<file path="src/rtl/busshare_pkg.sv">
// Package: shared types for the local bus arbitration unit.
// Assumes: mode codes are fixed by the mode register layout {arbiter, requester}.
package busshare_pkg;
    localparam int MODE_W = 2;

    typedef enum logic [MODE_W-1:0] {
        MODE_OFF     = 2'b00,
        MODE_REQ     = 2'b01,
        MODE_ARB     = 2'b10,
        MODE_INVALID = 2'b11
    } bus_mode_e;

    typedef enum logic [2:0] {
        ST_IDLE     = 3'd0,
        ST_REQ_WAIT = 3'd1,
        ST_REQ_OWN  = 3'd2,
        ST_ARB_EXT  = 3'd3,
        ST_ARB_DMA  = 3'd4
    } bus_state_e;
endpackage

</file>
<file path="src/rtl/busshare_sync.sv">
// Module: multi-bit synchronizer with a configurable number of flop stages.
// Assumes: each bit is independent; the reset value is the inactive pin level.
module busshare_sync #(
    parameter int WIDTH  = 2,
    parameter int STAGES = 2,
    parameter logic RST_VAL = 1'b1
) (
    input  logic             clk,
    input  logic             rst_n,
    input  logic [WIDTH-1:0] d_i,
    output logic [WIDTH-1:0] q_o
);
    localparam int LAST = STAGES - 1;

    logic [WIDTH-1:0] chain [STAGES];

    genvar s;
    generate
        for (s = 0; s < STAGES; s++) begin : g_stage
            // Purpose: shift each bit one stage further per clock.
            always_ff @(posedge clk) begin
                if (!rst_n)
                    chain[s] <= {WIDTH{RST_VAL}};
                else if (s == 0)
                    chain[s] <= d_i;
                else
                    chain[s] <= chain[(s == 0) ? 0 : s-1];
            end
        end
    endgenerate

    assign q_o = chain[LAST];
endmodule

</file>
<file path="src/rtl/busshare_fsm.sv">
// Module: role state machine for requesting or lending the local bus.
// Assumes: hold/holda inputs are already synchronized and active-high here;
// dma_need_i already excludes CPU and internal-only transfers.
module busshare_fsm
    import busshare_pkg::*;
(
    input  logic      clk,
    input  logic      rst_n,
    input  bus_mode_e mode_i,
    input  logic      dma_need_i,
    input  logic      dma_done_i,
    input  logic      insn_bound_i,
    input  logic      hold_in_i,
    input  logic      holda_in_i,
    output logic      hold_out_o,
    output logic      holda_out_o,
    output logic      bus_own_o
);
    bus_state_e state_q, state_d;
    bus_mode_e  mode_q;

    // Purpose: remember the previous mode so a change can abort activity.
    always_ff @(posedge clk) begin
        if (!rst_n) mode_q <= MODE_OFF;
        else        mode_q <= mode_i;
    end

    // Purpose: compute the next role state.
    always_comb begin
        state_d = state_q;
        if (mode_i != mode_q) begin
            state_d = ST_IDLE;
        end else begin
            case (state_q)
                ST_IDLE: begin
                    if (mode_i == MODE_REQ && dma_need_i)
                        state_d = ST_REQ_WAIT;
                    else if (mode_i == MODE_ARB) begin
                        if (hold_in_i && insn_bound_i) state_d = ST_ARB_EXT;
                        else if (dma_need_i)           state_d = ST_ARB_DMA;
                    end
                end
                ST_REQ_WAIT: if (holda_in_i)  state_d = ST_REQ_OWN;
                ST_REQ_OWN:  if (dma_done_i)  state_d = ST_IDLE;
                ST_ARB_EXT:  if (!hold_in_i)  state_d = ST_IDLE;
                ST_ARB_DMA:  if (dma_done_i)  state_d = ST_IDLE;
                default:                      state_d = ST_IDLE;
            endcase
        end
    end

    // Purpose: hold the role state.
    always_ff @(posedge clk) begin
        if (!rst_n) state_q <= ST_IDLE;
        else        state_q <= state_d;
    end

    assign hold_out_o  = (state_q == ST_REQ_WAIT) || (state_q == ST_REQ_OWN);
    assign holda_out_o = (state_q == ST_ARB_EXT);
    assign bus_own_o   = (state_q == ST_REQ_OWN) || (state_q == ST_ARB_DMA);
endmodule

</file>
<file path="src/rtl/busshare_pins.sv">
// Module: maps handshake activity onto the two shared pins by mode.
// Assumes: pins are active low; a disabled pin is tri-stated and idles high.
module busshare_pins
    import busshare_pkg::*;
(
    input  bus_mode_e mode_i,
    input  logic      hold_out_i,
    input  logic      holda_out_i,
    output logic      pin_a_o,
    output logic      pin_a_oe,
    output logic      pin_b_o,
    output logic      pin_b_oe
);
    // Purpose: choose direction and level of each pin for the current role.
    always_comb begin
        pin_a_o  = 1'b1;
        pin_b_o  = 1'b1;
        pin_a_oe = 1'b0;
        pin_b_oe = 1'b0;
        case (mode_i)
            MODE_REQ: begin
                pin_a_oe = 1'b1;
                pin_a_o  = ~hold_out_i;
            end
            MODE_ARB: begin
                pin_b_oe = 1'b1;
                pin_b_o  = ~holda_out_i;
            end
            default: ;
        endcase
    end
endmodule

</file>
<file path="src/rtl/busshare_ctrl.sv">
// Module: top of the local bus arbitration unit.
// Assumes: pin inputs are asynchronous; dma_done_i is a one-cycle strobe.
module busshare_ctrl
    import busshare_pkg::*;
#(
    parameter int SYNC_STAGES = 2
) (
    input  logic       clk,
    input  logic       rst_n,
    input  logic [1:0] mode_i,
    input  logic       dma_req_i,
    input  logic       dma_ext_i,
    input  logic       dma_done_i,
    input  logic       insn_bound_i,
    input  logic       pin_a_i,
    input  logic       pin_b_i,
    output logic       pin_a_o,
    output logic       pin_a_oe,
    output logic       pin_b_o,
    output logic       pin_b_oe,
    output logic       dma_grant_o
);
    localparam int PIN_N = 2;

    bus_mode_e        mode;
    logic [PIN_N-1:0] pins_sync;
    logic             dma_need;
    logic             hold_out, holda_out, bus_own;

    assign mode     = bus_mode_e'(mode_i);
    assign dma_need = dma_req_i & dma_ext_i;

    busshare_sync #(.WIDTH(PIN_N), .STAGES(SYNC_STAGES), .RST_VAL(1'b1)) u_sync (
        .clk   (clk),
        .rst_n (rst_n),
        .d_i   ({pin_b_i, pin_a_i}),
        .q_o   (pins_sync)
    );

    busshare_fsm u_fsm (
        .clk          (clk),
        .rst_n        (rst_n),
        .mode_i       (mode),
        .dma_need_i   (dma_need),
        .dma_done_i   (dma_done_i),
        .insn_bound_i (insn_bound_i),
        .hold_in_i    (~pins_sync[0]),
        .holda_in_i   (~pins_sync[1]),
        .hold_out_o   (hold_out),
        .holda_out_o  (holda_out),
        .bus_own_o    (bus_own)
    );

    busshare_pins u_pins (
        .mode_i      (mode),
        .hold_out_i  (hold_out),
        .holda_out_i (holda_out),
        .pin_a_o     (pin_a_o),
        .pin_a_oe    (pin_a_oe),
        .pin_b_o     (pin_b_o),
        .pin_b_oe    (pin_b_oe)
    );

    // Purpose: pick the grant source; handshake-free when off, none when invalid.
    always_comb begin
        case (mode)
            MODE_OFF:     dma_grant_o = dma_need;
            MODE_INVALID: dma_grant_o = 1'b0;
            default:      dma_grant_o = bus_own;
        endcase
    end
endmodule

</file>
<file path="config.mk">
export PLATFORM = sky130hd
export DESIGN_NAME = busshare_ctrl
export DESIGN_NICKNAME = d
export VERILOG_FILES = /design/src/rtl/busshare_pkg.sv /design/src/rtl/busshare_sync.sv /design/src/rtl/busshare_fsm.sv /design/src/rtl/busshare_pins.sv /design/src/rtl/busshare_ctrl.sv
export SDC_FILE = /design/constraint.sdc
export NUM_CORES = 1
export LEC_CHECK = 0
export BUFFER_PORTS_ARGS = -buffer_cell sky130_fd_sc_hd__buf_2
export CORE_UTILIZATION = 37
export DETAILED_ROUTE_END_ITERATION = 8
export GPL_TIMING_DRIVEN = 1
export PLACE_DENSITY = 0.65
export SLEW_MARGIN = 20
export SYNTH_ARGS = -nofsm -noshare
export SYNTH_HDL_FRONTEND = slang
export SYNTH_SLANG_ARGS = --single-unit
</file>
<file path="constraint.sdc">
create_clock -name clk -period 2.5 [get_ports clk]
set_input_delay 0.5 -clock clk [delete_from_list [all_inputs] [get_ports clk]]
set_output_delay 0.5 -clock clk [all_outputs]
set_load 0.01 [all_outputs]
</file>
# [Word-level counts from Yosys, hierarchy flattened]
# Memory sizes are Yosys's and may differ from the RTL's.
# Index checks and enable logic that the tools add are counted.
[word_totals] register_bits=5 ramBits=4 inputBits=10 output_inout_bits=5 wordCells=49 memories=1
[classes] eq_ne=13 n_mux=17 bitwise_logic=7 n_reduce_logical=9
[mem_list] memory="u_sync.chain" words=2 width=2 read_ports=2 rd_clocked_by_memory_dff=0 wr=2 line="busshare_sync.sv:15" text="logic [WIDTH-1:0] chain [STAGES];"
[ops] op="3-bit 2-to-1 mux" n=7
[ops] op="3-bit one-hot mux with 4 select lines" n=1
[ops] op="3-bit by 2-bit == test with 1-bit output (second input constant)" n=2
[ops] op="1-bit 2-to-1 mux" n=6
[ops] op="5-bit AND reduction" n=1
[ops] op="2-bit == test (second input constant)" n=2
[ops] op="2-bit 2-to-1 mux" n=2
[ops] op="2-bit != test (second input constant)" n=2
[ops] op="4-bit by 1-bit != test with 1-bit output (second input constant)" n=1
[ops] op="1-bit inverter" n=4
[ops] op="2-bit OR reduction" n=2
[ops] op="3-bit by 1-bit == test with 1-bit output (second input constant)" n=1
[ops] op="3-bit == test (second input constant)" n=1
[ops] op="3-bit logical NOT" n=1
[ops] op="3-bit by 1-bit != test with 1-bit output (second input constant)" n=1
[ops] op="2-bit by 1-bit == test with 1-bit output (second input constant)" n=1
[ops] op="1-bit logical AND" n=2
[ops] op="2-bit logical NOT" n=1
[ops] op="1-bit logical OR" n=2
[ops] op="2-bit by 1-bit != test with 1-bit output (second input constant)" n=1
[ops] op="2-bit != test" n=1
[ops] op="1-bit bitwise OR" n=2
[ops] op="1-bit one-hot mux with 2 select lines" n=1
[ops] op="1-bit bitwise AND" n=1

# [Logic depth before layout (Yosys ltp)]
[logic_depth] ltp_word=6 depth_mapped=6 mapped_depth_nobuf=6

# [Modules after synthesis]
# Synthesis repeated with hierarchy kept, for this count alone.
[unflattened] hier_cells=52 area_unflattened_um2=485.5
[by_module_without_submodules] module="busshare_fsm" instances=1 cells_each=31 area_per_inst_um2=297.8 seq_area_each_um2=100.1
[by_module_without_submodules] module="busshare_sync" instances=1 cells_each=8 area_per_inst_um2=105.1 seq_area_each_um2=80.1
[by_module_without_submodules] module="busshare_ctrl" instances=1 cells_each=9 area_per_inst_um2=52.6 seq_area_each_um2=0.0
[by_module_without_submodules] module="busshare_pins" instances=1 cells_each=4 area_per_inst_um2=30.0 seq_area_each_um2=0.0

# [Worst setup path after synthesis]
# OpenSTA, ideal clock, no wires.
[synth_timing] path_type="input-to-reg" startpoint="in mode_i[1]" endpoint="reg u_fsm.state_q[2]" setup_ns=0.100 t_arrival_ns=1.634 required_time_ns=2.400 slack_ns=0.767 cell_stages=6 n_path_buf=0 path_cell_list="inv_1 > ha_1 > nand3_1 > nand2_1 > or3_4 > a2111oi_4"
[synth_via] elab_chain_len=4 elab_cells_between_ends=10 cone_classes="5 x eq/ne; 2 x mux; 3 x reduce/logical"
[synth_rtl] item="from (decl)" line="busshare_ctrl.sv:10" text="input logic [1:0] mode_i,"
[synth_rtl] item="2-bit by 1-bit == test with 1-bit output" line="busshare_fsm.sv:36" text="if (mode_i == MODE_REQ && dma_need_i)"
[synth_rtl] item="1-bit logical AND" line="busshare_fsm.sv:36"
[synth_rtl] item="4-bit by 1-bit != test with 1-bit output (no source line) (tied with other cells)"
[synth_rtl] item="5-bit AND reduction (no source line) or 3-bit one-hot mux with 4 select lines (tied branches)"
[synth_rtl] item="to (signal assigned)" line="busshare_fsm.sv:55" text="else state_q <= state_d;"
[synth_rtl] item="to (decl)" line="busshare_fsm.sv:19" text="bus_state_e state_q, state_d;"
# Several ways; a longest one is shown, not always the timed one.
# A chain may end at the register's enable or synchronous reset.

# [Final worst setup path]
[layout_timing] startpoint="reg u_fsm.state_q[1]" endpoint="out dma_grant_o"
[layout_via] elab_chain_len=3 elab_cells_between_ends=4 cone_classes="2 x eq/ne; 1 x mux; 1 x reduce/logical"
[layout_rtl] item="3-bit by 2-bit == test with 1-bit output or 3-bit == test (tied branches)" line="busshare_fsm.sv:60" text="assign bus_own_o = (state_q == ST_REQ_OWN) || (state_q == ST_ARB_DMA);"
[layout_rtl] item="1-bit logical OR *" line="busshare_fsm.sv:60"
[layout_rtl] item="1-bit one-hot mux with 2 select lines *" line="busshare_ctrl.sv:66" text="case (mode)"
[layout_rtl] item="to (decl)" line="busshare_ctrl.sv:21" text="output logic dma_grant_o"
# Every way passes the cells marked *; elsewhere a longest branch is shown, timed or not.

==> flow_metrics.py <==
metrics = {
    "finish": {
        "final_util_pct": 47.5,
        "drive_above_1_share_pct": 30.6,
        "area_growth_pct": 20.2,
        "nNetsFinal": 86,
        "final_cell_area_um2": 618,
        "n_antenna_cell": 0,
    },
    "setup_path": {
        "r2r_setup_slack_ps": 1120,
        "critPathLaunchType": "register",
        "path_class": "register to output pin",
        "worstReg2RegStart": "u_fsm.state_q[0]",
        "cp_max_fo": 8,
        "r2r_end": "u_fsm.state_q[0]",
        "cp.required_ps": 2000,
        "worstSetupEndpointType": "output pin",
        "worstPathArrival_ps": 1300,
        "r2r.worst_path.cells": 4,
        "critPathLaunch": "u_fsm.state_q[1]",
    },
    "power_and_ir_drop": {
        "p_leak_nw": 0.273,
        "switchingPower_uw": 73.3,
        "comb_power_share_pct": 11.4,
        "power.share.sequential_pct": 50.4,
        "p_clk_share_pct": 38.2,
        "peakVddDrop_v": 0.000392,
        "switching_share_pct": 24.6,
        "p_per_area_mw_per_mm2": 482,
        "p_int_uw": 225,
    },
    "route": {
        "vias": 427,
        "drt_iter0_drc": 1,
        "wirelength_um": 859,
        "viasPerCell": 4.91,
        "final_antenna_net_count": 0,
        "wl_per_cell_um": 9.87,
        "dr.pass1.iters": 2,
        "remaining_drc_errors": 0,
    },
    "yosys": {
        "synthCells": 57,
        "synth-seq-cells": 9,
        "synth-seq-area-share_pct": 35.0,
        "ys_types": 26,
        "avgSynthCellArea_um2": 9.02,
        "syn_nets": 70,
        "yosys_warnings": 0,
        "synthesis.area_um2": 514,
    },
    "global_route": {
        "grt-busiest-layer": "met2",
        "grt_pass1_wl_mm": 1.56,
        "grt_antenna_before_repair": 0,
        "gr-usage-met1_pct": 18.2,
        "grt_usage_pct": 16.0,
        "use_met2_pct": 24.2,
        "overflow": 0,
        "first_global_vias": 381,
        "grt_max_degree": 11,
        "grt_use_met3_pct": 10.2,
    },
    "die": {
        "core-area_mm2": 0.00130,
        "die-area_mm2": 0.00154,
        "io_pins": 15,
        "placementRows": 13,
        "die_h_um": 39.3,
        "start_util_pct": 39.5,
        "chipWidth_um": 39.3,
    },
    "sta": {
        "grt_setup_unrepaired": "false",
        "timing.hold.ws_ps": 410,
        "fin_ws_ps": 704,
        "finClkSkew_ps": 2.48,
        "timing.fmax_mhz": 557,
        "fin_crit_sh_pct": 71.8,
        "finalHoldViolCount": 0,
        "setup_viol_count_final": 0,
        "period_needed_ps": 1800,
        "tns_ps": 0,
        "drv_slew": 0,
        "slew_headroom_pct": 74.2,
        "worst_pin_slew_ps": 377,
    },
    "run_status": {
        "outcome": "finished, final reports clean",
    },
    "place": {
        "dp_slack_ps": 593,
        "dpl_cell_area_um2": 591,
        "gp_congestion": 0.702,
        "dp_hpwl_um": 668,
        "io_buffers": 14,
    },
    "min_path": {
        "hp-class": "input pin to register",
        "min_path_cells": 2,
        "hp-start": "pin_b_i",
        "hold-path-endpoint": "u_sync.chain[0][1]",
    },
    "cts": {
        "cts_tree": "yes",
        "cts.reportedPaths.clkPinSlew_ps": 60,
        "h-tree-depth": 1,
        "postCtsSetupBuffers": 0,
        "post_cts_resized": 0,
        "root_buffer": "clkbuf_4",
        "clock_latency_ps": 260,
        "hold_buffers": 0,
        "numCtsBuffers": 3,
        "clk_path_buf_depth": 2,
        "cts.sinks": 9,
    },
    "job": {
        "maxCapViolations": 0,
    },
}
==> critical path: stages (launching register included) <==
cell     delay [ps]
dfxtp_1         530
xnor2_1         170
nor2_1           60
nand2_1          70
o21ai_0          70
buf_2           140
==> cell usage after synthesis (all sizes together) <==
master,count,area share (%)
dfxtp,9,35
nand2,6,4.4
nand2b,6,7.3
nor3,4,3.9
and2,3,3.9
ha,3,7.3
inv,3,2.2
xnor2,3,5.1
a2111oi,2,7.1
a21oi,2,1.9
clkbuf,2,1.5
nand3,2,1.9
and3b,1,1.7
buf,1,0.97
mux2,1,2.2
nand3b,1,1.5
nand4b,1,1.7
nor2,1,0.73
o21ai,1,0.97
o221ai,1,1.7
o22a,1,1.7
o31ai,1,1.5
or3,1,2.2
xor2,1,1.7
==> worst max-delay path by stage <==
stage / to / slack [ps] / cells after the start
after CTS: dma_grant_o / 690 / 5
after detailed placement: u_fsm.state_q[2] / 590 / 7
after floorplan: u_fsm.state_q[2] / 770 / 6
final: dma_grant_o / 700 / 5
after global routing: dma_grant_o / 630 / 5
after global placement: u_fsm.state_q[2] / 610 / 7
==> metal layers <==
metal	wire length, um	vias up
met2	396	13
met1	399	188
li1	-	226
met3	63	0
met4	0	0
met5	0	-
==> cell type report <==
cell class | count | area, um^2
fillers | 150 | 683
multi-input cells | 42 | 310
flip-flops and latches | 9 | 180
repair buffers | 14 | 70.1
clock buffers | 3 | 22.5
well taps | 15 | 18.8
inverters | 3 | 11.3
clock inverters | 1 | 5.00
==> state kept, by name (all words and copies together), names as in the netlist <==
name	cells
u_fsm.mode_q	2
u_fsm.state_q	3
u_sync.chain	4
==> power groups by stage <==
stage,logic (mW),clock network [mW],registers (mW)
floorplan,0.0206,0,0.153
global placement,0.0336,0,0.154
detailed placement,0.0345,0,0.154
CTS,0.0345,0.118,0.150
global route,0.0395,0.126,0.151
finish,0.0340,0.114,0.150
==> cells by family after synthesis <==
group	count (synthesis)	share of synthesized area [%]
AOI/OAI and AO/OA	8	14.8
xor gates and xnor gates	4	6.81
adders and majority gates	3	7.30
buffers and inverters	6	4.62
DFF	9	35.0
muxes	1	2.19
and+or+nand+nor	26	29.2
==> through the flow <==
stage,power [mW],std cells
finish,0.298,87
global placement,0.187,83
CTS,0.303,87
detailed placement,0.188,83
global route,0.316,87
floorplan,0.173,57
==> layout by cell type (no fill, tap or decap), drive strengths merged, types with 3 or more instances in the layout <==
cell type / n
buf: 14
dfxtp: 9
nand2: 6
nand2b: 6
nor3: 4
xnor2: 3
inv: 3
ha: 3
clkbuf: 3
and2: 3
Note: power is estimated with default switching activity, not from simulation.
